==> config.mk <==
export PLATFORM = sky130hd
export DESIGN_NAME = alu8_core
export DESIGN_NICKNAME = d
export VERILOG_FILES = /design/src/rtl/alu8_pkg.sv /design/src/rtl/alu8_addsub.sv /design/src/rtl/alu8_logic.sv /design/src/rtl/alu8_shift.sv /design/src/rtl/alu8_core.sv
export SDC_FILE = /design/constraint.sdc
export NUM_CORES = 1
export LEC_CHECK = 0
export BUFFER_PORTS_ARGS = -buffer_cell sky130_fd_sc_hd__buf_2
export CELL_PAD_IN_SITES_DETAIL_PLACEMENT = 0
export CELL_PAD_IN_SITES_GLOBAL_PLACEMENT = 1
export CORE_UTILIZATION = 39
export CTS_BUF_LIST = sky130_fd_sc_hd__clkbuf_4 sky130_fd_sc_hd__clkbuf_8 sky130_fd_sc_hd__clkbuf_16
export DETAILED_ROUTE_END_ITERATION = 6
export GPL_ROUTABILITY_DRIVEN = 0
export PLACE_DENSITY_LB_ADDON = 0.1
export SKIP_CTS_REPAIR_TIMING = 1
export SYNTH_ARGS = -nofsm -noshare
export SYNTH_HDL_FRONTEND = slang
export SYNTH_HIERARCHICAL = 1
export SYNTH_SLANG_ARGS = --single-unit
export TNS_END_PERCENT = 5
==> constraint.sdc <==
create_clock -name clk -period 3 [get_ports clk]
set_input_delay 0 -clock clk [delete_from_list [all_inputs] [get_ports clk]]
set_output_delay 0 -clock clk [all_outputs]
set_load 0.01 [all_outputs]
==> src/rtl/alu8_pkg.sv <==
package alu8_pkg;

  localparam int OP_W = 4;

  typedef enum logic [OP_W-1:0] {
    OP_ADC  = 4'd0,
    OP_SBC  = 4'd1,
    OP_AND  = 4'd2,
    OP_OR   = 4'd3,
    OP_XOR  = 4'd4,
    OP_CMP  = 4'd5,
    OP_BIT  = 4'd6,
    OP_INC  = 4'd7,
    OP_DEC  = 4'd8,
    OP_ASL  = 4'd9,
    OP_LSR  = 4'd10,
    OP_ROL  = 4'd11,
    OP_ROR  = 4'd12,
    OP_PASS = 4'd13
  } alu_op_e;

  // which flags an operation is allowed to change
  typedef struct packed {
    logic c;
    logic z;
    logic v;
    logic n;
  } flag_set_t;

  function automatic flag_set_t flag_mask(alu_op_e op);
    flag_set_t m;
    m = '0;
    case (op)
      OP_ADC, OP_SBC:                     m = '{c: 1'b1, z: 1'b1, v: 1'b1, n: 1'b1};
      OP_CMP, OP_ASL, OP_LSR,
      OP_ROL, OP_ROR:                     m = '{c: 1'b1, z: 1'b1, v: 1'b0, n: 1'b1};
      OP_BIT:                             m = '{c: 1'b0, z: 1'b1, v: 1'b1, n: 1'b1};
      OP_AND, OP_OR, OP_XOR, OP_PASS,
      OP_INC, OP_DEC:                     m = '{c: 1'b0, z: 1'b1, v: 1'b0, n: 1'b1};
      default:                            m = '0;
    endcase
    return m;
  endfunction

endpackage

==> src/rtl/alu8_addsub.sv <==
module alu8_addsub
  import alu8_pkg::*;
#(
  parameter int DATA_W = 8
) (
  input  alu_op_e           op,
  input  logic [DATA_W-1:0] a,
  input  logic [DATA_W-1:0] b,
  input  logic              cin,
  output logic [DATA_W-1:0] sum,
  output logic              cout,
  output logic              ovf
);
  localparam int MSB = DATA_W - 1;

  logic [DATA_W-1:0] b_eff;
  logic              c_eff;
  logic [DATA_W:0]   wide;

  // one adder serves all five arithmetic codes; subtraction is A + ~B + carry
  always_comb begin
    case (op)
      OP_ADC:  begin b_eff = b;        c_eff = cin;  end
      OP_SBC:  begin b_eff = ~b;       c_eff = cin;  end
      OP_CMP:  begin b_eff = ~b;       c_eff = 1'b1; end
      OP_INC:  begin b_eff = '0;       c_eff = 1'b1; end
      OP_DEC:  begin b_eff = '1;       c_eff = 1'b0; end
      default: begin b_eff = b;        c_eff = 1'b0; end
    endcase
  end

  assign wide = {1'b0, a} + {1'b0, b_eff} + {{DATA_W{1'b0}}, c_eff};
  assign sum  = wide[MSB:0];
  assign cout = wide[DATA_W];
  // operands of the adder agree in sign but the sum disagrees
  assign ovf  = (a[MSB] == b_eff[MSB]) && (sum[MSB] != a[MSB]);

endmodule

==> src/rtl/alu8_logic.sv <==
module alu8_logic
  import alu8_pkg::*;
#(
  parameter int DATA_W = 8
) (
  input  alu_op_e           op,
  input  logic [DATA_W-1:0] a,
  input  logic [DATA_W-1:0] b,
  output logic [DATA_W-1:0] res
);
  always_comb begin
    case (op)
      OP_AND, OP_BIT: res = a & b;
      OP_OR:          res = a | b;
      OP_XOR:         res = a ^ b;
      OP_PASS:        res = b;
      default:        res = '0;
    endcase
  end
endmodule

==> src/rtl/alu8_shift.sv <==
module alu8_shift
  import alu8_pkg::*;
#(
  parameter int DATA_W = 8
) (
  input  alu_op_e           op,
  input  logic [DATA_W-1:0] a,
  input  logic              cin,
  output logic [DATA_W-1:0] res,
  output logic              cout
);
  localparam int MSB = DATA_W - 1;

  logic fill;
  logic left;

  always_comb begin
    left = (op == OP_ASL) || (op == OP_ROL);
    fill = ((op == OP_ROL) || (op == OP_ROR)) ? cin : 1'b0;
  end

  always_comb begin
    if (left) begin
      res  = {a[MSB-1:0], fill};
      cout = a[MSB];
    end else begin
      res  = {fill, a[MSB:1]};
      cout = a[0];
    end
  end
endmodule

==> src/rtl/alu8_core.sv <==
module alu8_core
  import alu8_pkg::*;
#(
  parameter int DATA_W = 8
) (
  input  logic              clk,
  input  logic              rst,
  input  logic              in_valid,
  output logic              in_ready,
  input  logic [3:0]        in_op,
  input  logic [DATA_W-1:0] in_a,
  input  logic [DATA_W-1:0] in_b,
  input  logic              in_cin,
  output logic              out_valid,
  input  logic              out_ready,
  output logic [DATA_W-1:0] out_res,
  output logic              out_res_we,
  output logic              out_c,
  output logic              out_z,
  output logic              out_v,
  output logic              out_n,
  output logic              out_we_c,
  output logic              out_we_z,
  output logic              out_we_v,
  output logic              out_we_n
);
  localparam int MSB = DATA_W - 1;

  alu_op_e op;
  assign op = alu_op_e'(in_op);

  logic [DATA_W-1:0] as_sum, lg_res, sh_res;
  logic              as_c, as_v, sh_c;

  alu8_addsub #(.DATA_W(DATA_W)) u_addsub (
    .op(op), .a(in_a), .b(in_b), .cin(in_cin),
    .sum(as_sum), .cout(as_c), .ovf(as_v)
  );

  alu8_logic #(.DATA_W(DATA_W)) u_logic (
    .op(op), .a(in_a), .b(in_b), .res(lg_res)
  );

  alu8_shift #(.DATA_W(DATA_W)) u_shift (
    .op(op), .a(in_a), .cin(in_cin), .res(sh_res), .cout(sh_c)
  );

  // select the source for result and flags
  flag_set_t         mask;
  logic [DATA_W-1:0] zn_src;
  logic [DATA_W-1:0] nx_res;
  logic              nx_res_we;
  logic              raw_c, raw_v, raw_n, raw_z;

  always_comb begin
    mask      = flag_mask(op);
    nx_res_we = 1'b0;
    zn_src    = '0;
    raw_c     = 1'b0;
    raw_v     = 1'b0;
    case (op)
      OP_ADC, OP_SBC: begin
        zn_src = as_sum; raw_c = as_c; raw_v = as_v; nx_res_we = 1'b1;
      end
      OP_CMP: begin
        zn_src = as_sum; raw_c = as_c;
      end
      OP_INC, OP_DEC: begin
        zn_src = as_sum; nx_res_we = 1'b1;
      end
      OP_AND, OP_OR, OP_XOR, OP_PASS: begin
        zn_src = lg_res; nx_res_we = 1'b1;
      end
      OP_BIT: begin
        zn_src = lg_res; raw_v = in_b[MSB-1];
      end
      OP_ASL, OP_LSR, OP_ROL, OP_ROR: begin
        zn_src = sh_res; raw_c = sh_c; nx_res_we = 1'b1;
      end
      default: ;
    endcase
    raw_z  = (zn_src == '0);
    // bit test takes N from the operand, not from the AND
    raw_n  = (op == OP_BIT) ? in_b[MSB] : zn_src[MSB];
    nx_res = nx_res_we ? zn_src : '0;
  end

  // output stage
  logic take;
  assign in_ready = !out_valid || out_ready;
  assign take     = in_valid && in_ready;

  always_ff @(posedge clk) begin
    if (rst) begin
      out_valid <= 1'b0;
    end else if (in_ready) begin
      out_valid <= in_valid;
    end
  end

  always_ff @(posedge clk) begin
    if (take) begin
      out_res    <= nx_res;
      out_res_we <= nx_res_we;
      out_c      <= raw_c & mask.c;
      out_z      <= raw_z & mask.z;
      out_v      <= raw_v & mask.v;
      out_n      <= raw_n & mask.n;
      out_we_c   <= mask.c;
      out_we_z   <= mask.z;
      out_we_v   <= mask.v;
      out_we_n   <= mask.n;
    end
  end

  // checks kept beside the stage they guard
  p_accept_r10: assert property (@(posedge clk) disable iff (rst)
    take |=> out_valid);

  p_hold_r10: assert property (@(posedge clk) disable iff (rst)
    (out_valid && !out_ready) |=> (out_valid && $stable(out_res) && $stable(out_c)
      && $stable(out_z) && $stable(out_v) && $stable(out_n) && $stable(out_res_we)));

  p_adc_carry_r1: assert property (@(posedge clk) disable iff (rst)
    (take && in_op == 4'd0) |=>
      out_c == (({1'b0, $past(in_a)} + {1'b0, $past(in_b)} + {{DATA_W{1'b0}}, $past(in_cin)}) > {1'b0, {DATA_W{1'b1}}}));

  p_cmp_nowrite_r3: assert property (@(posedge clk) disable iff (rst)
    (take && in_op == 4'd5) |=> (!out_res_we && out_we_c && !out_we_v
      && out_c == ($past(in_a) >= $past(in_b))));

  p_bit_copy_r4: assert property (@(posedge clk) disable iff (rst)
    (take && in_op == 4'd6) |=> (out_n == $past(in_b[MSB]) && out_v == $past(in_b[MSB-1])
      && !out_we_c && !out_res_we));

  p_incdec_only_zn_r7: assert property (@(posedge clk) disable iff (rst)
    (take && (in_op == 4'd7 || in_op == 4'd8)) |=> (!out_we_c && !out_we_v && out_we_z && out_we_n));

  p_masked_zero_r9: assert property (@(posedge clk) disable iff (rst)
    out_valid |-> ((out_we_c || !out_c) && (out_we_z || !out_z) && (out_we_v || !out_v)
      && (out_we_n || !out_n) && (out_res_we || out_res == '0)));

  p_reset_idle_r11: assert property (@(posedge clk)
    rst |=> !out_valid);

endmodule

==> metrics.csv <==
stage,metric,value,unit
power,largest voltage drop on the vdd net,122.9,µV
critical_path,Crit path buffers/inverters,1,
synthesis,xor and xnor fraction of the mapped netlist area,2.190,%
detailed_routing,Post-DRT Antenna Nets,0,
power,sequential share of power,27.9,%
sta,worst rel slew slack,54.66,%
final_layout,Layout fillers,696,
final_layout,area growth from synthesis to layout,19.04,%
placement,cell total after placement,494,
power,total net switching power,394.6,µW
global_route,Total GRT Usage,22.91,%
final_layout,count of nets after finishing,454,
final_layout,number of standard cells in the final layout excluding fillers,499,
critical_path,capturing element type of the critical path,register,
synthesis,number of register bits inferred by synthesis,17,
critical_path,data required time of the critical path,3.00,ns
power,net switching fraction of the power,37.48,%
floorplan,width of the die,86.72,µm
global_route,wire length of the first global-routing pass,13300,µm
sta,min Tclk post-route,2.873,ns
placement,Post-Place Cell Area,0.003269,mm²
sta,post-route clock period utilization,95.76,%
power,part of the power in the clock network,16.2,%
synthesis,net count after synthesis,397,
final_layout,diodes inserted,0,
outcome,violated checks,hold timing,
clocking,clock net sink count,17,
detailed_routing,number of vias per cell after detailed routing,5.764,
synthesis,simple logic cell fraction of the synthesized area,22.62,%
global_route,largest net degree at the start of global routing,47,
detailed_routing,total vias in the final route,2876,
detailed_routing,number of DRC markers after the initial detailed-route iteration,209,
synthesis,share of flip-flops with an asynchronous set or reset,0,%
clocking,Longest Clk Path Bufs,2,
synthesis,post-synthesis average cell area,8.066,µm²
power,total power divided by cell area,316.0,mW/mm²
global_route,sum of overflow across all layers after global routing,0,
critical_path,"Max FO, Critical Path",4,
critical_path,library cell appearing most often on the critical path,sky130_fd_sc_hd__a21oi_1,
detailed_routing,post-detailed-route wirelength per cell,16.54,µm
power,total leakage power,1.461,nW
global_route,via count of the first global-routing pass,2578,
clocking,H-tree depth,1,
sta,setup total negative slack,0,ns
synthesis,cell taking the most area after synthesis,sky130_fd_sc_hd__edfxtp_1,
power,total power,1.053,mW
job,Maximum Capacitance Violations,0,
synthesis,mux cell area share after synthesis,3.934,%
floorplan,DIE HEIGHT,86.72,µm
synthesis,synth top area cells,"sky130_fd_sc_hd__edfxtp_1, sky130_fd_sc_hd__ha_1, sky130_fd_sc_hd__a21oi_1",
final_layout,share of the core filled with cells in the final layout,48.51,%
sta,largest clock skew in the final design,0.001380,ns
synthesis,prevailing post-synth register cell,sky130_fd_sc_hd__edfxtp_1,
synthesis,share of the synthesized area in the top cell type,17.17,%
final_layout,fraction of final layout cells with drive strength greater than 1,27.30,%
clocking,cell at the root of the clock tree,sky130_fd_sc_hd__clkbuf_8,
sta,Worst Hold Slack,-0.005849,ns
floorplan,row count,30,
global_route,antenna violations before repair,1,
detailed_routing,Total Wirelength,8253,µm
sta,setup-violating endpoint count in the final report,0,
clocking,Worst-path clk slew,0.06,ns
power,portion of total power attributed to combinational logic,56.0,%
detailed_routing,DRC violation count after routing,0,
critical_path,Critical Path Source Type,input pin,
outcome,run status,"finished, violations left",
clocking,clock network latency to the later pin of the worst-skew pair,0.24,ns
placement,detailed placement HPWL,6358,µm
synthesis,"Cell Area, Synth",0.002799,mm²
detailed_routing,number of optimization iterations in the first detailed-route pass,4,
floorplan,Core Region,0.006869,mm²
synthesis,Post-Syn Instances,347,
floorplan,starting density of the core,40.75,%
synthesis,sequential share of the synthesized area,17.88,%
synthesis,post-synthesis adder-cell area fraction,11.71,%
sta,final number of hold-violating endpoints,1,
critical_path,critical path class,in -> reg,
min_path,worst min path class,in -> reg,
sta,final max-slew violation count,0,
clocking,CTS Buf Count,3,
clocking,clock tree from TritonCTS,done,
critical_path,data arrival time of the worst path,2.87,ns
sta,Tightest Pin Transition,0.6787,ns
critical_path,worst-path cell with the longest stage delay,sky130_fd_sc_hd__fa_2,
critical_path,crit-path cells,"buf_2, nor3b_2, a21oi_1, o21ai_2, fa_2, fa_2, a21oi_2, o211ai_1, a21oi_1, xnor2_1, nor2b_2, a211o_1, a21oi_2, a21oi_1, a211o_1",
placement,count of input and output buffers,43,
sta,setup repair after global routing missed its margin,yes,
synthesis,count of unique library cells instantiated by Yosys,69,
critical_path,largest stage delay on the critical path,0.41,ns
critical_path,worst reg2reg setup slack,1.66,ns
synthesis,area fraction in compound gates after synthesis,32.95,%
power,internal power consumption,658.2,µW
synthesis,main combinational cell family by area after synthesis,compound AO/OA/AOI/OAI gates,
floorplan,I/O Pins,44,
synthesis,number of warnings printed during yosys synthesis,6,
floorplan,Die Area,0.007519,mm²
critical_path,family with the most delay on the worst path,compound AO/OA/AOI/OAI gates,
synthesis,number of flops mapped to enable cells by yosys,16,
final_layout,"Design Area, Final",0.003332,mm²
sta,top achievable clock speed,348.1,MHz
==> kinds of logic (layout without fill, tap and decap cells) <==
group,count (synthesis),in the layout
AOI/OAI and AO/OA,131,131
and+or+nand+nor,106,106
buffers and inverters,51,107
adders and majority gates,25,25
DFF,17,17
muxes,10,10
xor gates and xnor gates,7,7
==> power by group through the flow <==
stage,sequential (mW),clock [mW],combinational [mW]
2_1_floorplan,0.312,0,0.363
3_3_place_gp,0.298,0,0.581
3_5_place_dp,0.298,0,0.584
4_1_cts,0.293,0.175,0.587
5_1_grt,0.295,0.182,0.656
6_report,0.293,0.170,0.589
==> metal layers <==
layer  share of wire, %  global-route usage [%]  up-vias
li1                   -                       -     1433
met1                 46                   30.86     1343
met2                 47                   39.25       90
met3                4.7                   1.810       10
met4                1.6                   6.364        0
met5                  0                       0        -
==> layout by cell type (no fill, tap or decap), types with 6 or more instances in the layout <==
master / instances
sky130_fd_sc_hd__a211o_1: 8
sky130_fd_sc_hd__buf_4: 34
sky130_fd_sc_hd__nor3_1: 14
sky130_fd_sc_hd__nor2b_1: 11
sky130_fd_sc_hd__xnor2_1: 6
sky130_fd_sc_hd__a21oi_1: 33
sky130_fd_sc_hd__inv_1: 23
sky130_fd_sc_hd__nand2_1: 17
sky130_fd_sc_hd__o21ai_0: 13
sky130_fd_sc_hd__edfxtp_1: 16
sky130_fd_sc_hd__ha_1: 23
sky130_fd_sc_hd__o22ai_1: 11
sky130_fd_sc_hd__mux2_2: 7
sky130_fd_sc_hd__nor2_1: 18
sky130_fd_sc_hd__and4b_1: 9
sky130_fd_sc_hd__buf_2: 43
sky130_fd_sc_hd__a2bb2oi_1: 8
sky130_fd_sc_hd__nand2b_1: 10
sky130_fd_sc_hd__a22oi_1: 15
==> layout make-up <==
type                       instances  area, µm²  share of cell area (%)
clock buffer                       4      48.80                   1.465
inverter                          25      93.84                   2.816
multi-input combinational        279       2088                   62.67
sequential                        17      500.5                   15.02
tap                               96      120.1                   3.605
timing repair buffer              78      480.5                   14.42
==> per-stage QoR <==
step	setup WS, ns	hold slack (ns)
2_1_floorplan	-0.001406	0.06907
3_3_place_gp	-0.08443	0.1546
3_5_place_dp	-0.1324	0.1689
4_1_cts	0.1169	-0.09362
5_1_grt	-0.02494	0.003981
6_report	0.1273	-0.005849
==> worst reg2reg max path, delay by kind of cell, from the launching register on <==
| kind | cells | cell delay, ns |
|---|---|---|
| AND/OR/NAND/NOR | 2 | 0.67 |
| flip-flops | 1 | 0.30 |
==> sequential cells by signal (all words and copies together) (netlist names) <==
name	cells
out_we_v	1
out_z	1
out_res	8
out_c	1
out_we_c	1
out_we_z	1
out_res_we	1
out_n	1
out_valid	1
out_v	1
==> worst paths after layout <==
| path | end | from | depth (start not counted) |
|---|---|---|---|
| setup reg to reg | out_res[6] | out_valid | 2 |
| setup / recovery | out_res[6] | in_op[3] | 15 |
| hold reg to reg | out_valid | out_valid | 2 |
| hold / removal | out_valid | in_valid | 3 |
==> cells in the mapped netlist, drive strengths merged (4+ instances only) <==
cell type  count
nand2         17
o21ai         16
mux2           8
edfxtp        16
and2           5
buf           22
nand2b        11
a22oi         15
o22ai         12
a211o          8
nor2b         12
inv           25
a311o          5
nor3          14
a211oi         6
a21oi         38
clkbuf         4
a2bb2oi        8
ha            23
nor2          19
xnor2          6
and4b          9
Note: power is estimated with default switching activity, not from simulation.
